## src/rtl/irq_pkg.sv

```systemverilog
package irq_pkg;
  // Strobes from control to datapath for one cycle
  typedef struct packed {
    logic take;   // interrupt accepted at this boundary
    logic wake;   // halted core released at this boundary
  } ctrlStrobes_t;
endpackage

```

## src/rtl/irq_datapath.sv

```systemverilog
module irq_datapath
  import irq_pkg::*;
#(
  parameter int          NUM_SRC    = 5,
  parameter logic [15:0] VEC_BASE   = 16'h0040,
  parameter int          VEC_STRIDE = 8
) (
  input  logic               clk,
  input  logic               rstN,
  input  logic [NUM_SRC-1:0] enableMask,
  input  logic [NUM_SRC-1:0] flagBits,
  input  ctrlStrobes_t       strobes,
  output logic               anyPending,
  output logic               dispatchReq,
  output logic [15:0]        vectorAddr,
  output logic [NUM_SRC-1:0] flagClear
);
  localparam int IDX_W = (NUM_SRC > 1) ? $clog2(NUM_SRC) : 1;

  logic [NUM_SRC-1:0] pending;
  logic [IDX_W-1:0]   winIdx;

  assign pending    = enableMask & flagBits;
  assign anyPending = |pending;

  // lowest-numbered pending source wins
  always_comb begin
    winIdx = '0;
    for (int i = NUM_SRC - 1; i >= 0; i--) begin
      if (pending[i]) winIdx = IDX_W'(i);
    end
  end

  assign dispatchReq = strobes.take;
  assign vectorAddr  = strobes.take ? (VEC_BASE + 16'(winIdx) * 16'(VEC_STRIDE)) : 16'h0000;
  assign flagClear   = strobes.take ? (NUM_SRC'(1) << winIdx) : '0;

  // at most one flag cleared, and only one that is raised
  assert_clear_onehot_R3: assert property (@(posedge clk) disable iff (!rstN)
    $onehot0(flagClear) && ((flagClear & ~flagBits) == '0));
  // a dispatch always names a source and an aligned vector
  assert_vector_aligned_R3: assert property (@(posedge clk) disable iff (!rstN)
    dispatchReq |-> ($countones(flagClear) == 1 && vectorAddr >= VEC_BASE));
  // a wake without a dispatch never clears a flag
  assert_wake_keeps_flag_R10: assert property (@(posedge clk) disable iff (!rstN)
    (strobes.wake && !strobes.take) |-> (flagClear == '0 && !dispatchReq));
endmodule

```

## src/rtl/irq_control.sv

```systemverilog
module irq_control
  import irq_pkg::*;
#(
  parameter int DISPATCH_CYCLES = 5
) (
  input  logic         clk,
  input  logic         rstN,
  input  logic         boundary,
  input  logic         eiStrobe,
  input  logic         diStrobe,
  input  logic         retiStrobe,
  input  logic         haltStrobe,
  input  logic         anyPending,
  output ctrlStrobes_t strobes,
  output logic         halted,
  output logic         dispatchBusy
);
  localparam int               CNT_W    = $clog2(DISPATCH_CYCLES + 1);
  localparam logic [CNT_W-1:0] CNT_LOAD = CNT_W'(DISPATCH_CYCLES);

  logic             ime;      // master enable
  logic             eiArm;    // enable decoded, first boundary not yet seen
  logic             eiRipe;   // promotes at the next boundary
  logic [CNT_W-1:0] busyCnt;
  logic             checkPoint;
  logic             promote;

  assign checkPoint   = boundary && (busyCnt == '0);
  assign promote      = checkPoint && eiRipe;
  assign strobes.take = checkPoint && (ime || eiRipe) && anyPending;
  assign strobes.wake = checkPoint && halted && anyPending;
  assign dispatchBusy = (busyCnt != '0);

  always_ff @(posedge clk) begin
    if (!rstN) begin
      ime     <= 1'b0;
      eiArm   <= 1'b0;
      eiRipe  <= 1'b0;
      halted  <= 1'b0;
      busyCnt <= '0;
    end else begin
      // boundary work: promotion first, then the interrupt check
      if (strobes.take)  ime <= 1'b0;
      else if (promote)  ime <= 1'b1;
      if (strobes.take || promote) eiRipe <= 1'b0;
      if (checkPoint && eiArm) begin
        eiRipe <= 1'b1;
        eiArm  <= 1'b0;
      end
      if (strobes.wake) halted <= 1'b0;
      if (strobes.take)          busyCnt <= CNT_LOAD;
      else if (busyCnt != '0)    busyCnt <= busyCnt - 1'b1;
      // decode strobes
      if (diStrobe) begin
        ime    <= 1'b0;
        eiArm  <= 1'b0;
        eiRipe <= 1'b0;
      end
      if (eiStrobe)   eiArm  <= 1'b1;
      if (retiStrobe) ime    <= 1'b1;
      if (haltStrobe) halted <= 1'b1;
    end
  end

  assert_take_drops_ime_R4: assert property (@(posedge clk) disable iff (!rstN)
    (strobes.take && !retiStrobe) |=> !ime);
  assert_busy_after_take_R5: assert property (@(posedge clk) disable iff (!rstN)
    strobes.take |=> dispatchBusy);
  assert_busy_source_R5: assert property (@(posedge clk) disable iff (!rstN)
    $rose(dispatchBusy) |-> $past(strobes.take));
  assert_ei_not_immediate_R6: assert property (@(posedge clk) disable iff (!rstN)
    (eiStrobe && !ime && !retiStrobe && !boundary) |=> !ime);
  assert_di_clears_R7: assert property (@(posedge clk) disable iff (!rstN)
    (diStrobe && !retiStrobe) |=> (!ime && !eiArm && !eiRipe));
  assert_halt_holds_R9: assert property (@(posedge clk) disable iff (!rstN)
    (halted && !anyPending) |=> halted);
  assert_wake_releases_R10: assert property (@(posedge clk) disable iff (!rstN)
    (strobes.wake && !haltStrobe) |=> !halted);
endmodule

```

## src/rtl/irq_dispatch_ctrl.sv

```systemverilog
module irq_dispatch_ctrl
  import irq_pkg::*;
#(
  parameter int          NUM_SRC         = 5,
  parameter logic [15:0] VEC_BASE        = 16'h0040,
  parameter int          VEC_STRIDE      = 8,
  parameter int          DISPATCH_CYCLES = 5
) (
  input  logic               clk,
  input  logic               rstN,
  input  logic [NUM_SRC-1:0] enableMask,
  input  logic [NUM_SRC-1:0] flagBits,
  input  logic               boundary,
  input  logic               eiStrobe,
  input  logic               diStrobe,
  input  logic               retiStrobe,
  input  logic               haltStrobe,
  output logic               dispatchReq,
  output logic [15:0]        vectorAddr,
  output logic [NUM_SRC-1:0] flagClear,
  output logic               halted,
  output logic               dispatchBusy
);
  ctrlStrobes_t strobes;
  logic         anyPending;

  irq_control #(.DISPATCH_CYCLES(DISPATCH_CYCLES)) u_control (
    .clk(clk), .rstN(rstN), .boundary(boundary),
    .eiStrobe(eiStrobe), .diStrobe(diStrobe), .retiStrobe(retiStrobe),
    .haltStrobe(haltStrobe), .anyPending(anyPending),
    .strobes(strobes), .halted(halted), .dispatchBusy(dispatchBusy)
  );

  irq_datapath #(.NUM_SRC(NUM_SRC), .VEC_BASE(VEC_BASE), .VEC_STRIDE(VEC_STRIDE)) u_datapath (
    .clk(clk), .rstN(rstN), .enableMask(enableMask), .flagBits(flagBits),
    .strobes(strobes), .anyPending(anyPending), .dispatchReq(dispatchReq),
    .vectorAddr(vectorAddr), .flagClear(flagClear)
  );
endmodule

```

## config.mk

```make
export PLATFORM = sky130hd
export DESIGN_NAME = irq_dispatch_ctrl
export DESIGN_NICKNAME = d
export VERILOG_FILES = /design/src/rtl/irq_pkg.sv /design/src/rtl/irq_datapath.sv /design/src/rtl/irq_control.sv /design/src/rtl/irq_dispatch_ctrl.sv
export SDC_FILE = /design/constraint.sdc
export NUM_CORES = 1
export LEC_CHECK = 0
export ABC_AREA = 0
export BUFFER_PORTS_ARGS = -buffer_cell sky130_fd_sc_hd__buf_4
export CAP_MARGIN = 30
export CORE_MARGIN = 10
export CORE_UTILIZATION = 43
export DETAILED_ROUTE_END_ITERATION = 7
export PLACE_DENSITY = 0.84
export SLEW_MARGIN = 40
export SYNTH_ARGS = -nofsm -noshare
export SYNTH_HDL_FRONTEND = slang
export SYNTH_HIERARCHICAL = 1
export SYNTH_SLANG_ARGS = --single-unit
```

## constraint.sdc

```tcl
create_clock -name clk -period 3.8 [get_ports clk]
set_input_delay 0.76 -clock clk [delete_from_list [all_inputs] [get_ports clk]]
set_output_delay 0.76 -clock clk [all_outputs]
set_load 0.02 [all_outputs]
```

==> results.toml, run 1 <==
[placement]
place_hpwl_mm = 1.63
dp.cells = 111
routabilityCongestion = 0.799
port_buffers = 28

[route]
finalWirelength_mm = 1.89
drc = 0
drt_first_iter_violations = 17
vias_per_cell = 5.25
dr.pass1.iters = 4
wl_per_cell_um = 16.4
antenna_left = 0
vias = 604

[worst_setup_path]
rr_worst_depth = 5
endpoint_kind = "output port"
required_ps = 3040
cp.arrival_ps = 2330
reg2reg_to = "u_control/busyCnt[1]"
startpoint_type = "input pin"
reg2reg_slack_ps = 2420
crit_type = "in -> out"
crit_path_max_fanout = 5
reg2reg_from = "u_control/busyCnt[0]"

[final_layout]
syn2layout_area_growth_pct = 32.3
layout_common_cells = "28 x buf_4, 12 x conb_1, 7 x dfxtp_1, 5 x inv_1, 5 x nand2_1"
stdcell_count = 115
nFillCells = 134
final_nets = 120
post_route_cells_drive_above_1_share_pct = 36.0
mostFrequentLayoutCell = "buf_4"
fin_util_pct = 60.3
antennaDiodeCount = 0

[power_and_ir_drop]
combPwrFrac_pct = 54.7
ir_drop_uv = 228
clock_power_share_pct = 18.2
p_int_w = 0.000227
seqPwrFrac_pct = 27.1
power.switching_w = 0.000155
p_leak_nw = 0.409
p_per_area_mw_per_mm2 = 486
switching_share_pct = 40.5

[floorplanning]
die-height_um = 57.1
core_area_sq_mm = 0.00130
io_pins = 41
rows = 13
die_width_um = 57.1
initial_core_util_pct = 45.6
dieArea_sq_mm = 0.00326

[min_path]
holdPathEnd = "u_control/eiArm"
holdPathStages = 2
hp-start = "u_control/eiArm"
min_path_type = "reg -> reg"

[global_route]
grt_pass1_vias = 666
grt_usage_pct = 11.6
antenna_found_initial = 0
grt_pass1_wl_mm = 3.15
overflow = 0
grt_max_degree = 9

[sta]
hold_viol_final = 0
slew_viol_final = 0
fin_crit_sh_pct = 81.2
skew_ps = 3.76
finalSetupTns_ps = 0
fmax_mhz = 324
layout_min_cycle_time_ps = 3090
rsz0062_at_grt = "no"
setup_viol = 0

[clock_tree]
cts_tree = "built"
clkSinkCount = 7
clk_pin_slew_worst_paths_ps = 50
cts_resized = 0
cts_setup_buffers = 0
insertion_delay_ps = 260
cts_buffers = 3
postCtsHoldBufs = 0
h-tree-depth = 1
cts_root_buffer = "clkbuf_4"
clk_path_buf_depth = 2

[outcome]
status = "completed"

[flow_run]
cap_violations = 0

[synthesis]
synth.avg_cell_area_sq_um = 8.35
synthCells = 71
yosys_warnings = 6
syn_area_sq_um = 593
[stage by stage]
stage	worst slack (ps)	power, W	cell area, sq um	hold WS, ps
6_report	713	0.000381	785	529
5_1_grt	462	0.000408	785	551
4_1_cts	710	0.000383	785	528
3_3_place_gp	792	0.000302	758	493
3_5_place_dp	715	0.000311	758	509
2_1_floorplan	903	0.000259	634	475
[power by group through the flow]
| stage | Sequential [W] | Clock [W] | Combinational, W |
|---|---|---|---|
| floorplan | 0.000102 | 0 | 0.000157 |
| global placement | 0.000103 | 0 | 0.000199 |
| detailed placement | 0.000104 | 0 | 0.000207 |
| CTS | 0.000103 | 0.0000724 | 0.000208 |
| global route | 0.000104 | 0.0000790 | 0.000224 |
| finish | 0.000103 | 0.0000694 | 0.000209 |
[state kept, by name, indices dropped and copies added, names as in the netlist]
signal,flops
u_control/halted,1
u_control/eiRipe,1
u_control/ime,1
u_control/eiArm,1
u_control/busyCnt,3
[layer usage]
metal / wire [um] / track usage (%) / vias to the layer above
met5: 0 / 0 / -
met4: 19 / 5.03 / 0
met3: 85 / 3.98 / 2
met2: 1080 / 21.9 / 21
met1: 695 / 11.0 / 294
li1: - / - / 287
[critical path, cell delays in order]
cell,delay [ps]
buf_4,120
a222oi_1,400
nand2_1,100
nand4b_1,160
o21bai_1,200
inv_1,160
nand2_1,190
nor4_1,70
buf_4,180
[worst max path at each step]
stage / start / endpoint / cells past startpoint
final: enableMask[2] / flagClear[3] / 9
after global routing: enableMask[2] / flagClear[3] / 9
after CTS: enableMask[2] / flagClear[3] / 9
after detailed placement: enableMask[2] / flagClear[3] / 9
after global placement: enableMask[2] / flagClear[3] / 9
after floorplan: enableMask[2] / flagClear[3] / 7
[cell type report]
cell class                      count  area [sq um]  area share [%]
Timing Repair Buffer               28           210            26.8
Inverter                            5          18.8            2.39
Multi-Input combinational cell     56           370            47.2
Clock buffer                        4          26.3            3.35
Tap cell                           15          18.8            2.39
Sequential cell                     7           140            17.9
No activity file was read; power rests on OpenSTA's default activity.
==> inputs of run 2 (changes only) <==
--- a/config.mk
+++ b/config.mk
@@ -9,9 +9,9 @@
 export BUFFER_PORTS_ARGS = -buffer_cell sky130_fd_sc_hd__buf_4
 export CAP_MARGIN = 30
 export CORE_MARGIN = 10
-export CORE_UTILIZATION = 43
+export CORE_UTILIZATION = 40
 export DETAILED_ROUTE_END_ITERATION = 7
-export PLACE_DENSITY = 0.84
+export PLACE_DENSITY = 0.79
 export SLEW_MARGIN = 40
 export SYNTH_ARGS = -nofsm -noshare
 export SYNTH_HDL_FRONTEND = slang
==> constraint.sdc (replaced) <==
create_clock -name clk -period 3.2 [get_ports clk]
set_input_delay 0.64 -clock clk [delete_from_list [all_inputs] [get_ports clk]]
set_output_delay 0.64 -clock clk [all_outputs]
set_load 0.02 [all_outputs]
==> results.toml, run 2 (same netlist as run 1, synthesis figures left out) <==
[outcome]
status = "completed"

[global_route]
antenna_found_initial = 0
grt_pass1_wl_mm = 2.50
grt_max_degree = 9
overflow = 0
grt_pass1_vias = 566
grt_usage_pct = 9.28

[clock_tree]
postCtsHoldBufs = 0
cts_tree = "built"
clk_pin_slew_worst_paths_ps = 50
cts_root_buffer = "clkbuf_4"
clkSinkCount = 7
cts_setup_buffers = 0
insertion_delay_ps = 250
h-tree-depth = 1
cts_buffers = 3
cts_resized = 0
clk_path_buf_depth = 2

[sta]
slew_viol_final = 0
fmax_mhz = 348
rsz0062_at_grt = "no"
hold_viol_final = 0
skew_ps = 1.08
layout_min_cycle_time_ps = 2870
finalSetupTns_ps = 0
fin_crit_sh_pct = 89.7
setup_viol = 0

[placement]
place_area_sq_um = 758
dp.cells = 111
routabilityCongestion = 0.777
port_buffers = 28

[route]
vias = 592
wl_per_cell_um = 14.7
finalWirelength_mm = 1.69
vias_per_cell = 5.15
drc = 0
dr.pass1.iters = 4
drt_first_iter_violations = 13
antenna_left = 0

[final_layout]
stdcell_count = 115
syn2layout_area_growth_pct = 32.3
nFillCells = 123
largest_reg_flops = 3
stdcell_area_sq_um = 785
layout_common_cells = "28 x buf_4, 12 x conb_1, 7 x dfxtp_1, 5 x inv_1, 5 x nand2_1"
antennaDiodeCount = 0
post_route_cells_drive_above_1_share_pct = 36.0
mostFrequentLayoutCell = "buf_4"
final_nets = 120
regMostFlops = "u_control/busyCnt"

[flow_run]
cap_violations = 0

[worst_setup_path]
rr_worst_depth = 5
endpoint_kind = "output port"
crit_path_max_fanout = 5
required_ps = 2560
crit_type = "in -> out"
startpoint_type = "input pin"
cp.arrival_ps = 2230

[floorplanning]
rows = 13
die-height_um = 58.5
core_area_sq_mm = 0.00135
initial_core_util_pct = 43.9
dieArea_sq_mm = 0.00342
die_width_um = 58.5
io_pins = 41

[power_and_ir_drop]
p_per_area_mw_per_mm2 = 567
p_leak_nw = 0.409
ir_drop_uv = 392

[min_path]
min_path_type = "reg -> reg"
holdPathStages = 2
run 2: final cells by class:
cell class	instances	area [sq um]	share of cell area, %
multi-input combinational	56	370	47.2
sequential	7	140	17.9
tap	15	18.8	2.39
clock buffer	4	26.3	3.35
timing repair buffer	28	210	26.8
inverter	5	18.8	2.39
run 2: path summary, 6_finish.rpt:
check,startpoint,to,slack (ps)
hold / removal,u_control/eiArm,u_control/eiArm,520
setup reg to reg,u_control/busyCnt[0],u_control/eiRipe,1830
hold reg to reg,u_control/eiArm,u_control/eiArm,520
setup / recovery,enableMask[2],flagClear[3],330
run 2: worst max-delay path, cell delays in order:
cell and delay (ps):
buf_4 120, a222oi_1 430, nand2_1 100, nand4b_1 150
o21bai_1 200, inv_1 160, nand2_1 180, nor4_1 70
buf_4 170
run 2: metrics by stage:
| step | worst slack, ps | total power (W) | hold slack, ps | utilization, % |
|---|---|---|---|---|
| floorplan | 543 | 0.000307 | 475 | - |
| global placement | 440 | 0.000360 | 497 | 56.2 |
| detailed placement | 366 | 0.000366 | 511 | 56.2 |
| CTS | 364 | 0.000450 | 523 | 58.1 |
| global route | 258 | 0.000477 | 546 | 58.1 |
| finish | 330 | 0.000444 | 516 | 58.1 |
run 2: power by group:
part / total, W / internal, W / switching (W) / leakage, nW
logic: 0.000245 / 0.000113 / 0.000132 / 0.335
registers: 0.000121 / 0.000109 / 0.0000126 / 0.0581
clock network: 0.0000784 / 0.0000475 / 0.0000309 / 0.0150
run 2: routing by layer:
layer / track usage [%] / part of all wire, %
met4: 3.02 / 2.0
met2: 16.8 / 54
met5: 0 / 0
met1: 7.94 / 32
met3: 6.22 / 12
